File: src/rtl/tlb2_pkg.sv
package tlb2_pkg;
  typedef enum logic [1:0] {
    WK_IDLE,
    WK_SCAN,
    WK_FILL,
    WK_MISS
  } walk_state_e;

  typedef enum logic {
    SRC_INSN = 1'b0,
    SRC_DATA = 1'b1
  } walk_src_e;
endpackage

File: src/rtl/tlb2_l1_entry.sv
module tlb2_l1_entry #(
  parameter int VPN_W  = 20,
  parameter int ASID_W = 8,
  parameter int PFN_W  = 20
) (
  input  logic              clk_i,
  input  logic              rst_ni,
  input  logic              flush_i,
  input  logic              load_i,
  input  logic [VPN_W-1:0]  load_vpn_i,
  input  logic [ASID_W-1:0] load_asid_i,
  input  logic [PFN_W-1:0]  load_pfn_i,
  input  logic [VPN_W-1:0]  look_vpn_i,
  input  logic [ASID_W-1:0] look_asid_i,
  output logic              hit_o,
  output logic [PFN_W-1:0]  pfn_o
);
  logic              valid_q;
  logic [VPN_W-1:0]  vpn_q;
  logic [ASID_W-1:0] asid_q;
  logic [PFN_W-1:0]  pfn_q;

  // flush wins over a refill in the same cycle
  always_ff @(posedge clk_i or negedge rst_ni) begin
    if (!rst_ni) begin
      valid_q <= 1'b0;
      vpn_q   <= '0;
      asid_q  <= '0;
      pfn_q   <= '0;
    end else if (flush_i) begin
      valid_q <= 1'b0;
    end else if (load_i) begin
      valid_q <= 1'b1;
      vpn_q   <= load_vpn_i;
      asid_q  <= load_asid_i;
      pfn_q   <= load_pfn_i;
    end
  end

  assign hit_o = valid_q && (vpn_q == look_vpn_i) && (asid_q == look_asid_i);
  assign pfn_o = pfn_q;
endmodule

File: src/rtl/tlb2_l2_array.sv
module tlb2_l2_array #(
  parameter int ROWS   = 4,
  parameter int WAYS   = 4,
  parameter int VPN_W  = 20,
  parameter int ASID_W = 8,
  parameter int PFN_W  = 20,
  localparam int ENTRIES = ROWS * WAYS,
  localparam int IDX_W   = $clog2(ENTRIES),
  localparam int ROW_W   = $clog2(ROWS),
  localparam int WAY_W   = $clog2(WAYS)
) (
  input  logic              clk_i,
  input  logic              rst_ni,
  input  logic              wr_en_i,
  input  logic [IDX_W-1:0]  wr_idx_i,
  input  logic [VPN_W-1:0]  wr_vpn_i,
  input  logic [ASID_W-1:0] wr_asid_i,
  input  logic [PFN_W-1:0]  wr_pfn_i,
  input  logic [ROW_W-1:0]  row_sel_i,
  input  logic [VPN_W-1:0]  cmp_vpn_i,
  input  logic [ASID_W-1:0] cmp_asid_i,
  output logic              row_hit_o,
  output logic [WAY_W-1:0]  hit_way_o,
  input  logic [IDX_W-1:0]  rd_idx_i,
  output logic [VPN_W-1:0]  rd_vpn_o,
  output logic [ASID_W-1:0] rd_asid_o,
  output logic [PFN_W-1:0]  rd_pfn_o
);
  localparam int LINE_W = VPN_W + ASID_W + PFN_W;

  logic [LINE_W-1:0]  line_q [ENTRIES];
  logic [ENTRIES-1:0] valid_q;
  logic [WAYS-1:0]    way_hit;

  always_ff @(posedge clk_i or negedge rst_ni) begin
    if (!rst_ni)      valid_q <= '0;
    else if (wr_en_i) valid_q[wr_idx_i] <= 1'b1;
  end

  // line layout: {vpn, asid, pfn}
  always_ff @(posedge clk_i) begin
    if (wr_en_i) line_q[wr_idx_i] <= {wr_vpn_i, wr_asid_i, wr_pfn_i};
  end

  for (genvar w = 0; w < WAYS; w++) begin : g_way
    localparam logic [WAY_W-1:0] WSEL = WAY_W'(w);
    logic [IDX_W-1:0]  idx;
    logic [LINE_W-1:0] line;
    assign idx        = {row_sel_i, WSEL};
    assign line       = line_q[idx];
    assign way_hit[w] = valid_q[idx]
                     && (line[LINE_W-1 -: VPN_W] == cmp_vpn_i)
                     && (line[PFN_W +: ASID_W] == cmp_asid_i);
  end

  // lowest way wins on duplicates
  always_comb begin
    hit_way_o = '0;
    for (int w = WAYS - 1; w >= 0; w--) begin
      if (way_hit[w]) hit_way_o = WAY_W'(w);
    end
  end
  assign row_hit_o = |way_hit;

  logic [LINE_W-1:0] rd_line;
  assign rd_line   = line_q[rd_idx_i];
  assign rd_vpn_o  = rd_line[LINE_W-1 -: VPN_W];
  assign rd_asid_o = rd_line[PFN_W +: ASID_W];
  assign rd_pfn_o  = rd_line[PFN_W-1:0];
endmodule

File: src/rtl/tlb2_walker.sv
module tlb2_walker
  import tlb2_pkg::*;
#(
  parameter int ROWS = 4,
  parameter int WAYS = 4,
  localparam int ROW_W = $clog2(ROWS),
  localparam int WAY_W = $clog2(WAYS),
  localparam int CNT_W = ROW_W + 1
) (
  input  logic                   clk_i,
  input  logic                   rst_ni,
  input  logic                   abort_i,
  input  logic                   imiss_i,
  input  logic                   dmiss_i,
  input  logic                   row_hit_i,
  input  logic [WAY_W-1:0]       hit_way_i,
  output walk_src_e              src_o,
  output logic [ROW_W-1:0]       row_o,
  output logic                   fill_o,
  output logic [ROW_W+WAY_W-1:0] fill_idx_o,
  output logic                   ifault_o,
  output logic                   dfault_o
);
  walk_state_e             state_q;
  walk_src_e               src_q;
  logic [CNT_W-1:0]        cnt_q;
  logic [ROW_W+WAY_W-1:0]  idx_q;
  logic                    last_row;

  assign last_row = (cnt_q[ROW_W-1:0] == ROW_W'(ROWS - 1));

  always_ff @(posedge clk_i or negedge rst_ni) begin
    if (!rst_ni) begin
      state_q <= WK_IDLE;
      src_q   <= SRC_INSN;
      cnt_q   <= '0;
      idx_q   <= '0;
    end else if (abort_i) begin
      state_q <= WK_IDLE;
    end else begin
      unique case (state_q)
        WK_IDLE: begin
          cnt_q <= '0;
          if (imiss_i) begin
            src_q   <= SRC_INSN;
            state_q <= WK_SCAN;
          end else if (dmiss_i) begin
            src_q   <= SRC_DATA;
            state_q <= WK_SCAN;
          end
        end
        WK_SCAN: begin
          if (row_hit_i) begin
            idx_q   <= {cnt_q[ROW_W-1:0], hit_way_i};
            state_q <= WK_FILL;
          end else if (last_row) begin
            state_q <= WK_MISS;
          end else begin
            cnt_q <= cnt_q + 1'b1;
          end
        end
        WK_FILL: state_q <= WK_IDLE;
        WK_MISS: state_q <= WK_IDLE;
        default: state_q <= WK_IDLE;
      endcase
    end
  end

  assign src_o      = src_q;
  assign row_o      = cnt_q[ROW_W-1:0];
  assign fill_o     = (state_q == WK_FILL) && !abort_i;
  assign fill_idx_o = idx_q;
  assign ifault_o   = (state_q == WK_MISS) && !abort_i && (src_q == SRC_INSN);
  assign dfault_o   = (state_q == WK_MISS) && !abort_i && (src_q == SRC_DATA);
endmodule

File: src/rtl/tlb2_mmu.sv
module tlb2_mmu
  import tlb2_pkg::*;
#(
  parameter int VA_W   = 32,
  parameter int PAGE_W = 12,
  parameter int PFN_W  = 20,
  parameter int ASID_W = 8,
  parameter int ROWS   = 4,
  parameter int WAYS   = 4,
  localparam int VPN_W = VA_W - PAGE_W,
  localparam int PA_W  = PFN_W + PAGE_W,
  localparam int IDX_W = $clog2(ROWS * WAYS)
) (
  input  logic              clk_i,
  input  logic              rst_ni,
  input  logic [ASID_W-1:0] asid_i,
  input  logic              trap_i,
  input  logic              jrv_i,
  input  logic [VA_W-1:0]   jrv_addr_i,
  output logic              xlate_en_o,
  output logic              redirect_o,
  output logic [VA_W-1:0]   redirect_addr_o,
  input  logic              ireq_i,
  input  logic [VA_W-1:0]   ivaddr_i,
  output logic              iack_o,
  output logic [PA_W-1:0]   ipaddr_o,
  output logic              imiss_o,
  input  logic              dreq_i,
  input  logic [VA_W-1:0]   dvaddr_i,
  output logic              dack_o,
  output logic [PA_W-1:0]   dpaddr_o,
  output logic              dmiss_o,
  input  logic              wr_indexed_i,
  input  logic              wr_random_i,
  input  logic [IDX_W-1:0]  wr_index_i,
  input  logic [VPN_W-1:0]  wr_vpn_i,
  input  logic [ASID_W-1:0] wr_asid_i,
  input  logic [PFN_W-1:0]  wr_pfn_i
);
  localparam int ROW_W = $clog2(ROWS);
  localparam int WAY_W = $clog2(WAYS);
  localparam int NPORT = 2;

  logic              en_q, redir_q;
  logic [VA_W-1:0]   redir_addr_q;
  logic [IDX_W-1:0]  rnd_q;
  logic              wr_any, abort;
  logic [IDX_W-1:0]  wr_idx;

  // trap has priority over jump
  always_ff @(posedge clk_i or negedge rst_ni) begin
    if (!rst_ni) begin
      en_q         <= 1'b0;
      redir_q      <= 1'b0;
      redir_addr_q <= '0;
      rnd_q        <= '0;
    end else begin
      rnd_q   <= rnd_q + 1'b1;
      redir_q <= jrv_i && !trap_i;
      if (jrv_i && !trap_i) redir_addr_q <= jrv_addr_i;
      if (trap_i)     en_q <= 1'b0;
      else if (jrv_i) en_q <= 1'b1;
    end
  end

  assign xlate_en_o      = en_q;
  assign redirect_o      = redir_q;
  assign redirect_addr_o = redir_addr_q;

  assign wr_any = wr_indexed_i || wr_random_i;
  assign wr_idx = wr_indexed_i ? wr_index_i : rnd_q;
  assign abort  = trap_i || wr_any;

  // walker / second-level wiring
  walk_src_e               src;
  logic [ROW_W-1:0]        row;
  logic                    fill;
  logic [IDX_W-1:0]        fill_idx;
  logic                    row_hit;
  logic [WAY_W-1:0]        hit_way;
  logic [VPN_W-1:0]        rd_vpn;
  logic [ASID_W-1:0]       rd_asid;
  logic [PFN_W-1:0]        rd_pfn;
  logic [VA_W-1:0]         search_va;
  logic                    ifault, dfault;

  logic [VA_W-1:0]  vaddr_a [NPORT];
  logic             req_a   [NPORT];
  logic             hit_a   [NPORT];
  logic [PFN_W-1:0] pfn_a   [NPORT];
  logic             load_a  [NPORT];
  logic             miss_a  [NPORT];
  logic             ack_a   [NPORT];
  logic [PA_W-1:0]  pa_a    [NPORT];

  assign vaddr_a[0] = ivaddr_i;
  assign vaddr_a[1] = dvaddr_i;
  assign req_a[0]   = ireq_i;
  assign req_a[1]   = dreq_i;
  assign load_a[0]  = fill && (src == SRC_INSN);
  assign load_a[1]  = fill && (src == SRC_DATA);

  for (genvar p = 0; p < NPORT; p++) begin : g_port
    tlb2_l1_entry #(
      .VPN_W (VPN_W),
      .ASID_W(ASID_W),
      .PFN_W (PFN_W)
    ) u_l1 (
      .clk_i      (clk_i),
      .rst_ni     (rst_ni),
      .flush_i    (wr_any),
      .load_i     (load_a[p]),
      .load_vpn_i (rd_vpn),
      .load_asid_i(rd_asid),
      .load_pfn_i (rd_pfn),
      .look_vpn_i (vaddr_a[p][VA_W-1:PAGE_W]),
      .look_asid_i(asid_i),
      .hit_o      (hit_a[p]),
      .pfn_o      (pfn_a[p])
    );
    assign miss_a[p] = req_a[p] && en_q && !hit_a[p];
    assign ack_a[p]  = req_a[p] && (!en_q || hit_a[p]);
    assign pa_a[p]   = en_q ? {pfn_a[p], vaddr_a[p][PAGE_W-1:0]} : PA_W'(vaddr_a[p]);
  end

  assign search_va = (src == SRC_DATA) ? dvaddr_i : ivaddr_i;

  tlb2_walker #(
    .ROWS(ROWS),
    .WAYS(WAYS)
  ) u_walker (
    .clk_i     (clk_i),
    .rst_ni    (rst_ni),
    .abort_i   (abort),
    .imiss_i   (miss_a[0]),
    .dmiss_i   (miss_a[1]),
    .row_hit_i (row_hit),
    .hit_way_i (hit_way),
    .src_o     (src),
    .row_o     (row),
    .fill_o    (fill),
    .fill_idx_o(fill_idx),
    .ifault_o  (ifault),
    .dfault_o  (dfault)
  );

  tlb2_l2_array #(
    .ROWS  (ROWS),
    .WAYS  (WAYS),
    .VPN_W (VPN_W),
    .ASID_W(ASID_W),
    .PFN_W (PFN_W)
  ) u_l2 (
    .clk_i     (clk_i),
    .rst_ni    (rst_ni),
    .wr_en_i   (wr_any),
    .wr_idx_i  (wr_idx),
    .wr_vpn_i  (wr_vpn_i),
    .wr_asid_i (wr_asid_i),
    .wr_pfn_i  (wr_pfn_i),
    .row_sel_i (row),
    .cmp_vpn_i (search_va[VA_W-1:PAGE_W]),
    .cmp_asid_i(asid_i),
    .row_hit_o (row_hit),
    .hit_way_o (hit_way),
    .rd_idx_i  (fill_idx),
    .rd_vpn_o  (rd_vpn),
    .rd_asid_o (rd_asid),
    .rd_pfn_o  (rd_pfn)
  );

  assign iack_o   = ack_a[0];
  assign dack_o   = ack_a[1];
  assign ipaddr_o = pa_a[0];
  assign dpaddr_o = pa_a[1];
  assign imiss_o  = ifault;
  assign dmiss_o  = dfault;
endmodule

File: config.mk
export PLATFORM = sky130hd
export DESIGN_NAME = tlb2_mmu
export DESIGN_NICKNAME = d
export VERILOG_FILES = /design/src/rtl/tlb2_pkg.sv /design/src/rtl/tlb2_l1_entry.sv /design/src/rtl/tlb2_l2_array.sv /design/src/rtl/tlb2_walker.sv /design/src/rtl/tlb2_mmu.sv
export SDC_FILE = /design/constraint.sdc
export NUM_CORES = 1
export LEC_CHECK = 0
export ABC_AREA = 1
export ABC_CLOCK_PERIOD_IN_PS = 4900
export CAP_MARGIN = 20
export CORE_MARGIN = 3
export CORE_UTILIZATION = 45
export DETAILED_ROUTE_END_ITERATION = 8
export HOLD_SLACK_MARGIN = 0.12
export PLACE_DENSITY_LB_ADDON = 0.2
export SLEW_MARGIN = 10
export SYNTH_ARGS = -nofsm -noshare
export SYNTH_HDL_FRONTEND = slang
export SYNTH_SLANG_ARGS = --single-unit
File: constraint.sdc
create_clock -name clk_i -period 4.9 [get_ports clk_i]
set_input_delay 0.98 -clock clk_i [delete_from_list [all_inputs] [get_ports clk_i]]
set_output_delay 0.98 -clock clk_i [all_outputs]
set_load 0.01 [all_outputs]
==> impl_metrics.tcl <==
set metrics [dict create \
    status "finished clean" \
    syn_to_final_growth_pct 15.1 \
    min_period_over_period_pct 93.9 \
    port_buffers 217 \
    use_met1_pct 36.5 \
    dp_hpwl_microns 85700 \
    worstPathCellList "clkdlybuf4s50_1 > inv_1 > a21oi_1 > nand4_1 > nor3_1 > nand4_1 > a21boi_0 > clkdlybuf4s50_1" \
    period_needed_ps 4600 \
    grt_use_met3_pct 4.39 \
    first_pass_iters 6 \
    grt_max_degree 161 \
    nNetsFinal 4601 \
    fin_setup_tns_ps 0 \
    fmaxAchievable_ghz 0.217 \
    grt_pass1_wl_microns 205000 \
    ctsHoldBuffers 0 \
    r2r_end "u_walker.cnt_q[1]" \
    drt_iter0_drc 3891 \
    syn_area_per_cell_sq_um 10.1 \
    cp.arrival_ps 3620 \
    cts_made_buffers 99 \
    dieArea_sq_mm 0.101 \
    gp_congestion 0.948 \
    power_density_mw_per_mm2 356 \
    endpoint_kind "output pin" \
    synthFlopType "edfxtp_1" \
    setup_ws_ps 297 \
    combPwrFrac_pct 9.9 \
    synthesis.area_sq_mm 0.0437 \
    drc 0 \
    cp_top_family "buffers and inverters" \
    slowest_delay_ps 600 \
    min_path_type "in -> async" \
    max-slew-margin-rel_pct 25.4 \
    vias_per_cell 5.64 \
    ys_seq_area_share_pct 62.0 \
    ant_nets 0 \
    busiest_layer "met2" \
    total_power_uw 17900 \
    finalSetupViolCount 0 \
    slowest_stage "clkdlybuf4s50_1" \
    synth_cell_types 36 \
    grtUsageTotal_pct 27.1 \
    p_int_uw 13500 \
    r2r_cells 18 \
    cp_max_fo 7 \
    cts.reportedPaths.clkPinSlew_ps 60 \
    clock-sinks 929 \
    swShare_pct 24.9 \
    fin_skew_ps 48.2 \
    pre_cts_slack_ps 347 \
    critPathBufInv 3 \
    dpl.cell_count 5599 \
    postCtsSetupBuffers 0 \
    crit_required_ps 3920 \
    synthArstFlopShare_pct 17.3 \
    fillers 8488 \
    finalWirelength_microns 140000 \
    die_x_microns 318 \
    tightest_slew_ps 1120 \
    io_pins 266 \
    finalMaxSlewViolations 0 \
    p_switching_uw 4460 \
    cts_tree "done" \
    maxCapViolCount 0 \
    critPathKind "in -> out" \
    yosys_warnings 0 \
    synth_edf_count 768 \
    cts_max_path_buffers 3 \
    p_clk_share_pct 40.9 \
    h-tree-depth 3 \
    root_buffer "clkbuf_16" \
    wl_per_cell_microns 24.2 \
    grt_pass1_vias 30800 \
    final_cell_count_no_fill 5798 \
    crit_path_start_kind "input port" \
    synth_nets 4495 \
    grt_setup_unrepaired "no" \
    die_h_microns 318 \
    vias 32700 \
    synth-seq-cells 929 \
    coreArea_sq_mm 0.0956 \
    ir_worst_vdd_v 0.000275 \
    post-route-util_pct 52.6 \
    final_layout_size_suffix_gt1_share_pct 5.82 \
    num_rows 113 \
    seq_power_share_pct 49.2 \
    cts.repair.resized 0 \
    use_met2_pct 43.3 \
    overflow 0 \
    antenna_found_initial 14 \
    r2r_start "u_walker.cnt_q[0]" \
    clk_latency_ps 690 \
    initial_core_util_pct 45.7 \
    syn_inst 4329 \
    finalHoldViolations 0 \
    p_leak_uw 0.0190 \
    reg2reg_slack_ps 1300 \
]
-- cells in the final DEF (no fill, tap or decap), drive strengths merged --
cell	Yosys	final
clkinvlp	0	1
diode	0	12
o22ai	22	22
a21boi	2	2
ha	2	2
xnor2	16	16
edfxtp	768	768
inv	316	320
clkbuf	145	125
nand3	373	373
bufinv	0	7
nand4	8	8
o21ai	353	353
clkdlybuf4s50	0	216
nor2	111	111
and3	1	1
o2111ai	3	3
a221oi	4	4
buf	139	73
dfrtp	161	161
clkinv	1	51
o211ai	195	195
a21oi	205	205
nor4	2	2
nand2	1272	1272
xor2	22	22
or2	10	10
mux2i	192	192
nor3	6	6
-- metal layers --
layer,share of wire (%),vias to the layer above
met5,0.052,-
met4,4.8,10
met3,7.7,289
met2,47,1372
met1,41,15900
li1,-,15200
-- synthesized netlist by cell type (all sizes together), types with 22 or more instances --
library cell | count | area (sq um)
buf | 139 | 868
mux2i | 192 | 1920
clkbuf | 145 | 544
nor2 | 111 | 429
dfrtp | 161 | 4030
nand3 | 373 | 1880
a21oi | 205 | 1030
xor2 | 22 | 193
o22ai | 22 | 138
inv | 316 | 1190
edfxtp | 768 | 23100
o21ai | 353 | 1770
nand2 | 1272 | 4780
o211ai | 195 | 1460
-- cells by family (layout without fill, tap and decap cells) --
| family | after synthesis | count (layout) | synth area share, % |
|---|---|---|---|
| fa+ha+maj | 2 | 2 | 0.0573 |
| compound gates | 784 | 784 | 10.2 |
| flops | 929 | 929 | 62.0 |
| xor+xnor | 38 | 38 | 0.762 |
| mux | 192 | 192 | 4.40 |
| simple gates | 1783 | 1783 | 16.6 |
| other cells | 0 | 12 | 0 |
| buf+inv | 601 | 793 | 5.97 |
-- cell type report --
class | instances | area [sq um] | area share [%]
diodes | 12 | 30.0 | 0.0597
clock buffers | 125 | 2610 | 5.18
clock inverters | 62 | 571 | 1.13
inverters | 317 | 1200 | 2.39
multi-input cells | 2799 | 14100 | 28.1
flip-flops and latches | 929 | 27100 | 53.9
well taps | 1265 | 1580 | 3.15
repair buffers | 289 | 3080 | 6.11
-- power groups by stage --
stage	clock, uW	sequential, uW	combinational (uW)
floorplan	0	8980	910
global placement	0	8980	1760
detailed placement	0	8990	1770
CTS	7450	8830	1770
global route	7790	8840	1920
finish	7330	8830	1780
-- metrics by stage --
stage | hold WS, ps | instance area (sq um)
CTS | 360 | 50300
global placement | 441 | 47100
detailed placement | 447 | 47100
finish | 299 | 50300
global route | 380 | 50300
floorplan | 427 | 43700
-- sequential cells by signal, indices dropped and copies added (netlist names), 2 cells and up --
register             count
u_l2.line_q            768
g_port.u_l1.pfn_o       40
g_port.u_l1.vpn_q       40
redirect_addr_o         32
g_port.u_l1.asid_q      16
u_l2.valid_q            16
rnd_q                    4
u_walker.fill_idx_o      4
g_port.u_l1.valid_q      2
u_walker.cnt_q           2
u_walker.state_q         2
-- worst max path at each step --
stage | endpoint | startpoint | slack [ps] | cells after the start
floorplan | u_l2.line_q[4][0] | wr_indexed_i | 830 | 5
global placement | dack_o | asid_i[3] | 400 | 8
detailed placement | dack_o | asid_i[3] | 350 | 8
CTS | dack_o | asid_i[3] | 330 | 8
global route | dack_o | asid_i[3] | 170 | 8
finish | dack_o | asid_i[3] | 300 | 8
Note: power is estimated with default switching activity, not from simulation.
